## src/rtl/vac_pkg.sv

```systemverilog
package vac_pkg;

  typedef logic [2:0] cmd_t;

  localparam cmd_t CMD_HOLD = 3'b000;
  localparam cmd_t CMD_UP1  = 3'b001;
  localparam cmd_t CMD_UP2  = 3'b010;
  localparam cmd_t CMD_UP3  = 3'b011;
  localparam cmd_t CMD_DN1  = 3'b111;
  localparam cmd_t CMD_DN2  = 3'b110;
  localparam cmd_t CMD_DN3  = 3'b101;

  typedef enum logic {
    MODE_COARSE = 1'b0,
    MODE_FINE   = 1'b1
  } acqMode_t;

  typedef struct packed {
    logic fine;
    logic syncOn;
    logic porchOn;
  } ctrlStrobes_t;

endpackage

```

## src/rtl/vac_pulse_qual.sv

```systemverilog
module vac_pulse_qual #(
  parameter int MIN_PULSE = 64
) (
  input  logic clk,
  input  logic rst_n,
  input  logic gateIn,
  output logic validEnd
);

  localparam int CNT_W = $clog2(MIN_PULSE + 1);
  localparam logic [CNT_W-1:0] MIN_C = CNT_W'(MIN_PULSE);

  logic [CNT_W-1:0] widthCnt;
  logic             gatePrev;

  always_ff @(posedge clk) begin
    if (!rst_n) begin
      widthCnt <= '0;
      gatePrev <= 1'b0;
    end else begin
      gatePrev <= gateIn;
      if (!gateIn)
        widthCnt <= '0;
      else if (widthCnt != MIN_C)
        widthCnt <= widthCnt + 1'b1;
    end
  end

  assign validEnd = gatePrev & ~gateIn & (widthCnt == MIN_C);

  AST_SAT_BOUND: assert property (@(posedge clk) disable iff (!rst_n)
    widthCnt <= MIN_C) else $error("width counter overran");

endmodule

```

## src/rtl/vac_mode_ctrl.sv

```systemverilog
module vac_mode_ctrl
  import vac_pkg::*;
#(
  parameter int MIN_PULSE  = 64,
  parameter int LINE_CLKS  = 2048,
  parameter int LOSS_LINES = 8
) (
  input  logic         clk,
  input  logic         rst_n,
  input  logic         syncGate,
  input  logic         porchGate,
  output ctrlStrobes_t strobes
);

  localparam int TIMEOUT = LINE_CLKS * LOSS_LINES;
  localparam int TMR_W   = $clog2(TIMEOUT + 1);
  localparam logic [TMR_W-1:0] TMR_LAST = TMR_W'(TIMEOUT - 1);

  logic [1:0] gateBus;
  logic [1:0] gateValid;

  assign gateBus = {porchGate, syncGate};

  for (genvar g = 0; g < 2; g++) begin : g_qual
    vac_pulse_qual #(.MIN_PULSE(MIN_PULSE)) u_qual (
      .clk     (clk),
      .rst_n   (rst_n),
      .gateIn  (gateBus[g]),
      .validEnd(gateValid[g])
    );
  end

  logic syncValid, porchValid, armed, pairDone;
  acqMode_t modeQ;
  logic [TMR_W-1:0] lossTmr;

  assign syncValid  = gateValid[0];
  assign porchValid = gateValid[1];
  assign pairDone   = porchValid & armed;

  always_ff @(posedge clk) begin
    if (!rst_n) begin
      armed   <= 1'b0;
      modeQ   <= MODE_COARSE;
      lossTmr <= '0;
    end else begin
      if (syncValid)
        armed <= 1'b1;
      else if (porchValid)
        armed <= 1'b0;

      case (modeQ)
        MODE_COARSE: begin
          lossTmr <= '0;
          if (pairDone) modeQ <= MODE_FINE;
        end
        default: begin
          if (pairDone) begin
            lossTmr <= '0;
          end else if (lossTmr == TMR_LAST) begin
            lossTmr <= '0;
            modeQ   <= MODE_COARSE;
          end else begin
            lossTmr <= lossTmr + 1'b1;
          end
        end
      endcase
    end
  end

  assign strobes.fine    = (modeQ == MODE_FINE);
  assign strobes.syncOn  = syncGate;
  assign strobes.porchOn = porchGate;

  AST_LOCK_NEEDS_PORCH: assert property (@(posedge clk) disable iff (!rst_n)
    (modeQ == MODE_COARSE && !porchValid) |=> modeQ == MODE_COARSE)
    else $error("fine mode entered without porch pulse");

  AST_LOCK_NEEDS_ARM: assert property (@(posedge clk) disable iff (!rst_n)
    (modeQ == MODE_COARSE && !armed) |=> modeQ == MODE_COARSE)
    else $error("fine mode entered without prior sync");

  AST_TMR_BOUND: assert property (@(posedge clk) disable iff (!rst_n)
    lossTmr <= TMR_LAST) else $error("loss timer overran");

endmodule

```

## src/rtl/vac_cmd_path.sv

```systemverilog
module vac_cmd_path
  import vac_pkg::*;
#(
  parameter int CODE_W      = 8,
  parameter int PEAK_LIMIT  = 248,
  parameter int BLACK_LEVEL = 64
) (
  input  logic              clk,
  input  logic              rst_n,
  input  ctrlStrobes_t      strobes,
  input  logic [CODE_W-1:0] sampleCode,
  input  logic              underFlag,
  input  logic              overFlag,
  output cmd_t              gainCmd,
  output cmd_t              clampCmd
);

  localparam logic [CODE_W-1:0] PEAK_C  = CODE_W'(PEAK_LIMIT);
  localparam logic [CODE_W-1:0] BLACK_C = CODE_W'(BLACK_LEVEL);

  logic codeZero, peakHit, belowBlack, aboveBlack;
  cmd_t gainNext, clampNext;

  assign codeZero   = (sampleCode == '0);
  assign peakHit    = overFlag | (sampleCode > PEAK_C);
  assign belowBlack = underFlag | (sampleCode < BLACK_C);
  assign aboveBlack = overFlag | (sampleCode > BLACK_C);

  always_comb begin
    gainNext  = CMD_HOLD;
    clampNext = CMD_HOLD;
    if (!strobes.fine) begin
      gainNext = overFlag ? CMD_DN3 : CMD_DN1;
      if (underFlag)      clampNext = CMD_UP3;
      else if (!codeZero) clampNext = CMD_DN1;
    end else begin
      if (peakHit)
        gainNext = CMD_DN3;
      else if (strobes.syncOn) begin
        if (underFlag)      gainNext = CMD_UP1;
        else if (!codeZero) gainNext = CMD_DN1;
      end
      if (strobes.porchOn) begin
        if (aboveBlack)      clampNext = CMD_DN2;
        else if (belowBlack) clampNext = CMD_UP2;
      end
    end
  end

  always_ff @(posedge clk) begin
    if (!rst_n) begin
      gainCmd  <= CMD_HOLD;
      clampCmd <= CMD_HOLD;
    end else begin
      gainCmd  <= gainNext;
      clampCmd <= clampNext;
    end
  end

  AST_PEAK_PRIORITY: assert property (@(posedge clk) disable iff (!rst_n)
    (strobes.fine && (overFlag || sampleCode > PEAK_C)) |=> gainCmd == CMD_DN3)
    else $error("peak limit not applied");

  AST_CLAMP_IDLE: assert property (@(posedge clk) disable iff (!rst_n)
    (strobes.fine && !strobes.porchOn) |=> clampCmd == CMD_HOLD)
    else $error("clamp active outside porch");

  AST_COARSE_GAIN_DOWN: assert property (@(posedge clk) disable iff (!rst_n)
    !strobes.fine |=> gainCmd[2])
    else $error("coarse gain not reducing");

  AST_NO_MIN_CODE: assert property (@(posedge clk) disable iff (!rst_n)
    gainCmd != 3'b100 && clampCmd != 3'b100)
    else $error("unused command code");

endmodule

```

## src/rtl/video_agc_clamp.sv

```systemverilog
module video_agc_clamp
  import vac_pkg::*;
#(
  parameter int CODE_W      = 8,
  parameter int PEAK_LIMIT  = 248,
  parameter int BLACK_LEVEL = 64,
  parameter int MIN_PULSE   = 64,
  parameter int LINE_CLKS   = 2048,
  parameter int LOSS_LINES  = 8
) (
  input  logic              clk,
  input  logic              rst_n,
  input  logic [CODE_W-1:0] sampleCode,
  input  logic              underFlag,
  input  logic              overFlag,
  input  logic              syncGate,
  input  logic              porchGate,
  output logic [2:0]        gainCmd,
  output logic [2:0]        clampCmd,
  output logic              fineMode
);

  ctrlStrobes_t strobes;
  cmd_t gainInt, clampInt;

  vac_mode_ctrl #(
    .MIN_PULSE (MIN_PULSE),
    .LINE_CLKS (LINE_CLKS),
    .LOSS_LINES(LOSS_LINES)
  ) u_ctrl (
    .clk      (clk),
    .rst_n    (rst_n),
    .syncGate (syncGate),
    .porchGate(porchGate),
    .strobes  (strobes)
  );

  vac_cmd_path #(
    .CODE_W     (CODE_W),
    .PEAK_LIMIT (PEAK_LIMIT),
    .BLACK_LEVEL(BLACK_LEVEL)
  ) u_path (
    .clk       (clk),
    .rst_n     (rst_n),
    .strobes   (strobes),
    .sampleCode(sampleCode),
    .underFlag (underFlag),
    .overFlag  (overFlag),
    .gainCmd   (gainInt),
    .clampCmd  (clampInt)
  );

  assign gainCmd  = gainInt;
  assign clampCmd = clampInt;
  assign fineMode = strobes.fine;

  AST_RESET_HOLD: assert property (@(posedge clk)
    !rst_n |=> (gainCmd == 3'b000 && clampCmd == 3'b000 && !fineMode))
    else $error("reset state wrong");

endmodule

```

## config.mk

```make
export PLATFORM = sky130hd
export DESIGN_NAME = video_agc_clamp
export DESIGN_NICKNAME = d
export VERILOG_FILES = /design/src/rtl/vac_pkg.sv /design/src/rtl/vac_pulse_qual.sv /design/src/rtl/vac_mode_ctrl.sv /design/src/rtl/vac_cmd_path.sv /design/src/rtl/video_agc_clamp.sv
export SDC_FILE = /design/constraint.sdc
export NUM_CORES = 1
export LEC_CHECK = 0
export BUFFER_PORTS_ARGS = -buffer_cell sky130_fd_sc_hd__buf_2
export CAP_MARGIN = 20
export CELL_PAD_IN_SITES_DETAIL_PLACEMENT = 1
export CELL_PAD_IN_SITES_GLOBAL_PLACEMENT = 2
export CORE_MARGIN = 2
export CORE_UTILIZATION = 37
export CTS_CLUSTER_DIAMETER = 40
export DETAILED_ROUTE_END_ITERATION = 10
export PLACE_DENSITY_LB_ADDON = 0.08
export SLEW_MARGIN = 10
export SYNTH_ARGS = -nofsm -noshare
export SYNTH_HDL_FRONTEND = slang
export SYNTH_SLANG_ARGS = --single-unit
```

## constraint.sdc

```tcl
create_clock -name clk -period 2.75 [get_ports clk]
set_input_delay 0.1375 -clock clk [delete_from_list [all_inputs] [get_ports clk]]
set_output_delay 0.1375 -clock clk [all_outputs]
set_load 0.03 [all_outputs]
```

=== Word level (Yosys, flattened, before mapping) ===
Index checks and enable logic that the tools add are counted.

* $add $sub $neg: 3
* Magnitude comparators: 3
* Eq/ne operators: 5
* Muxes and demuxes: 17
* Bitwise operators: 12
* Reductions and logical operators: 5

{| class="wikitable"
|+ Operators with widths
! operator !! count
|-
| $mux 3 || 9
|-
| $add 15x1->15 const B || 1
|-
| $eq 15x14->1 const B || 1
|-
| $add 7x1->7 const B || 2
|-
| $eq 7x7->1 const B || 2
|-
| $ne 7x7->1 const B || 2
|-
| $gt 8x7->1 const B || 1
|-
| $gt 8x8->1 const B || 1
|-
| $logic_not 8->1 || 1
|-
| $lt 8x7->1 const B || 1
|-
| $mux 1 || 6
|-
| $and 1x1->1 || 5
|-
| $mux 2 || 2
|-
| $not 1->1 || 4
|-
| $reduce_and 2->1 || 2
|-
| $reduce_or 4->1 || 1
|-
| $or 1x1->1 || 3
|-
| $reduce_bool 2->1 || 1
|}

* Register bits: 39
* Input bits: 14
* Output and inout port bits: 7

=== Longest topological paths before layout ===
* Word-level depth: 6
* Gate-level depth with buffers: 7
* Depth with buffers taken out: 6

=== By module ===
Synthesis repeated with hierarchy kept, for this count alone.

* Cells, all modules: 200
* Area, all modules: 1,875.5 um^2

{| class="wikitable"
|+ By module, submodules not included
! module !! instances !! cells each !! area each (um^2)
|-
| vac_pulse_qual || 2 || 42 || 399.1
|-
| vac_mode_ctrl || 1 || 78 || 734.5
|-
| vac_cmd_path || 1 || 38 || 342.8
|}

=== Least setup slack after synthesis ===
No wires, ideal clock.

* Kind: reg-to-reg
* Start point: register u_ctrl.lossTmr[0]
* End point: register u_ctrl.lossTmr[12]
* Arrival: 1,575 ps
* Slack: 1,102 ps
* Stages on the path, launching flop included: 6
* Buffers on the path: 0
* Clock period less this slack: 1,648 ps
* Cell sequence: dfxtp_1 ha_1 nand3_2 or4_1 or3_1 a21oi_1

* Longest elaborated chain between the ends: 2
* Elaborated cells on any way between the ends: 3
* Classes of those cells: 1 x add/sub; 1 x eq/ne; 1 x reduce/logical

{| class="wikitable"
|+ Ends and longest elaborated chain
! item !! line !! RTL
|-
| start, declared || vac_mode_ctrl.sv:35 || <nowiki>logic [TMR_W-1:0] lossTmr;</nowiki>
|-
| start signal, assigned || vac_mode_ctrl.sv:64 || <nowiki>lossTmr <= lossTmr + 1'b1;</nowiki>
|-
| branches (longest 2 deep; another with $add 15x1->15) || n/a ||
|}

Parallel ways; which one is timed is not known.
A chain may end at the register's enable or synchronous reset.

=== Final worst setup path ===
* Start point: register u_ctrl.lossTmr[0]
* End point: register u_ctrl.lossTmr[2]

The elaborated chain is that of the path after synthesis.

==> impl_metrics.env <==
export IMPL_yosysMostFrequentCell="sky130_fd_sc_hd__dfxtp_1"
export IMPL_yosys_warnings=0
export IMPL_endpoint_of_the_lowest_slack_register_to_register_path="u_ctrl.lossTmr[2]$_SDFF_PP0_"
export IMPL_min_path_type="input port to register"
export IMPL_area_growth_syn_to_layout_pct=14.0
export IMPL_final_nets=232
export IMPL_grt_start_max_net_pins=15
export IMPL_critPathRequiredTime_ps=2910
export IMPL_antenna_cells=0
export IMPL_postSynthNetCount=206
export IMPL_final_setup_skew_ps=4.50
export IMPL_pre_cts_ws_ps=918
export IMPL_finalSetupViolations=0
export IMPL_grt_setup_unrepaired="no"
export IMPL_count_of_flip_flops_with_a_built_in_enable_after_synthesis=0
export IMPL_core_region_area_um2=4350
export IMPL_post_cts_resized_instances=0
export IMPL_postCtsHoldBufs=0
export IMPL_cts_sink_count=39
export IMPL_grt_remaining_overflow=0
export IMPL_cts_root_buffer_cell="sky130_fd_sc_hd__clkbuf_8"
export IMPL_share_of_layout_cells_above_drive_strength_1_pct=14.5
export IMPL_run_status="finished, final reports clean"
export IMPL_finalHoldViolCount=0
export IMPL_io_buffer_count=20
export IMPL_route_detailed_vias_per_inst=4.97
export IMPL_setup_worst_path_start_class="register"
export IMPL_reg2reg_from="u_ctrl.lossTmr[0]$_SDFF_PP0_"
export IMPL_drc=0
export IMPL_hold_worst_slack_ps=60.0
export IMPL_initial_utilization_pct=38.6
export IMPL_synth_top_cells_by_area="sky130_fd_sc_hd__dfxtp_1 (46%), sky130_fd_sc_hd__xnor2_1 (7.3%), sky130_fd_sc_hd__nor2_1 (7.2%), sky130_fd_sc_hd__xor2_1 (4.7%), sky130_fd_sc_hd__ha_1 (3.7%)"
export IMPL_filler_cell_count=525
export IMPL_drt_first_pass_iters=4
export IMPL_synth_seq_area_share_pct=46.5
export IMPL_number_of_antenna_violations_at_the_first_check_in_global_routing=0
export IMPL_netlist_area_leader_share_pct=46.5
export IMPL_asyncSetResetFlopFracSynth_pct=0
export IMPL_synth_distinct_cells=35
export IMPL_routed_wire_length_per_instance_um=12.9
export IMPL_tritoncts="done"
export IMPL_clk_latency_ps=280
export IMPL_worst_setup_path_startpoint="u_ctrl.lossTmr[0]$_SDFF_PP0_"
export IMPL_ff2ff_path_depth=5
export IMPL_total_number_of_vias=1323
export IMPL_first_global_vias=1340
export IMPL_postCtsSetupBuffers=0
export IMPL_worstMarginPinSlew_ps=447
export IMPL_critical_path_max_fanout=14
export IMPL_dr_first_iter_drc_count=49
export IMPL_routed_wirelength_um=3440
export IMPL_critical_path_slowest_cell="sky130_fd_sc_hd__or4_4"
export IMPL_cts_path_max_buffers=2
export IMPL_die_area_um2=5090
export IMPL_syn_cell_area_um2=1680
export IMPL_cts_max_level=2
export IMPL_drtAntennaViolNets=0
export IMPL_ff2ff_setup_slack_ps=950
export IMPL_power_density_nw_per_um2=524
export IMPL_crit_type="register to register"
export IMPL_stdcell_area_um2=1910
export IMPL_slowest_delay_ps=530
export IMPL_yosys_most_used_dff="sky130_fd_sc_hd__dfxtp_1"
export IMPL_post_route_min_period_ps=1800
export IMPL_crit_path_cell_trace="ha_1 -> nand3_2 -> or4_4 -> nand4_2 -> nor2_1"
export IMPL_fin_crit_share_pct=65.6
export IMPL_post_dp_cell_area_um2=1830
export IMPL_finalWeightedCongestion=0.795
export IMPL_chipWidth_um=71.4
export IMPL_global_route_usage_total_pct=14.6
export IMPL_fin_setup_tns_ps=0
export IMPL_critical_path_endpoint_type="register"
export IMPL_worst_setup_hold_path_clk_slew_ps=70
export IMPL_pin_count=21
export IMPL_max_vdd_ir_drop_mv=0.313
export IMPL_synth_seq_cells=39
export IMPL_fp_dieH_um=71.4
export IMPL_maxClockFrequency_ghz=0.554
export IMPL_worst_setup_path_endpoint="u_ctrl.lossTmr[2]$_SDFF_PP0_"
export IMPL_cp_data_arrival_time_ps=1960
export IMPL_syn_inst=187
export IMPL_placement_rows=24
export IMPL_dp_final_hpwl_um=2630
export IMPL_grt_pass1_wl_um=5890
export IMPL_avgSynthCellArea_um2=8.98
export IMPL_synth_cell_count_leaders="sky130_fd_sc_hd__dfxtp_1 (39), sky130_fd_sc_hd__nor2_1 (32), sky130_fd_sc_hd__xnor2_1 (14)"
export IMPL_yosysTopAreaCell="sky130_fd_sc_hd__dfxtp_1"
export IMPL_slew_viol_final=0
export IMPL_postLayoutSetupSlackWorst_ps=945
export IMPL_leakagePower_nw=0.693
export IMPL_maxCapViolations=0
export IMPL_slew_limit_headroom_pct=69.8
export IMPL_numCtsBuffers=5
## final cells by class
type | instances | area (µm²) | share of cell area, %
Multi-Input combinational cell | 137 | 850 | 44.4
Sequential cell | 39 | 781 | 40.8
Timing Repair Buffer | 20 | 100 | 5.23
Clock buffer | 7 | 76.3 | 3.99
Tap cell | 52 | 65.1 | 3.40
Inverter | 10 | 37.5 | 1.96
Clock inverter | 1 | 5.00 | 0.261
## worst min-delay path by stage
stage                  start                      endpoint  slack (ps)  cells after the start
floorplan           overFlag  u_path.gainCmd[1]$_SDFF_PN0_         210                      1
global placement    overFlag  u_path.gainCmd[1]$_SDFF_PN0_         350                      2
detailed placement  overFlag  u_path.gainCmd[1]$_SDFF_PN0_         360                      2
CTS                 overFlag  u_path.gainCmd[1]$_SDFF_PN0_          50                      2
global route        overFlag  u_path.gainCmd[1]$_SDFF_PN0_          60                      2
finish              overFlag  u_path.gainCmd[1]$_SDFF_PN0_          60                      2
## sequential cells by signal (all words and copies together) (netlist names)
name	count
u_ctrl.g_qual.u_qual.widthCnt	14
u_ctrl.armed	1
u_path.gainCmd	3
u_path.clampCmd	3
u_ctrl.modeQ	1
u_ctrl.g_qual.u_qual.gatePrev	2
u_ctrl.lossTmr	15
## cells by family after synthesis
| kind of cell | Yosys count | share of synthesized area [%] |
|---|---|---|
| buffers and inverters | 11 | 2.91 |
| AOI/OAI and AO/OA | 17 | 6.33 |
| and+or+nand+nor | 91 | 27.9 |
| xor gates and xnor gates | 23 | 12.0 |
| muxes | 1 | 0.596 |
| adders and majority gates | 5 | 3.73 |
| DFF | 39 | 46.5 |
## per-stage QoR
stage	util [%]	power, mW	cells
after CTS	44.0	1.02	266
after global placement	42.1	0.649	258
final	44.0	1.00	266
after global routing	44.0	1.05	266
after floorplan	-	0.625	187
after detailed placement	42.1	0.652	258
## placed cells by master (no fill, tap or decap), types with 4 or more instances in the layout
cell type,synthesis,routed
sky130_fd_sc_hd__a21oi_1,4,4
sky130_fd_sc_hd__ha_1,5,5
sky130_fd_sc_hd__inv_1,10,10
sky130_fd_sc_hd__clkbuf_8,0,5
sky130_fd_sc_hd__nand3_1,11,11
sky130_fd_sc_hd__nand2_1,13,13
sky130_fd_sc_hd__o21ai_0,5,5
sky130_fd_sc_hd__nor3_1,7,7
sky130_fd_sc_hd__dfxtp_1,39,39
sky130_fd_sc_hd__buf_2,0,20
sky130_fd_sc_hd__nor2_1,32,32
sky130_fd_sc_hd__xnor2_1,14,14
sky130_fd_sc_hd__xor2_1,9,9
## worst max-delay path, delay by kind of cell, from the launching register on
kind          cells  cell delay [ps]
simple gates      4             1090
flops             1              380
fa+ha+maj         1              210
## report_power, final
| group | internal, mW | switching [mW] |
|---|---|---|
| clock network | 0.178 | 0.187 |
| registers | 0.574 | 0.00545 |
| logic | 0.0224 | 0.0362 |
| total | 0.775 | 0.228 |
## routing by layer
metal	up-vias	GRT usage [%]	wire (µm)
met5	-	0	0
met4	0	5.03	21
met3	2	4.22	127
met2	14	24.8	1710
met1	622	17.5	1580
li1	685	-	-
Power figures use the tool's default switching activity.
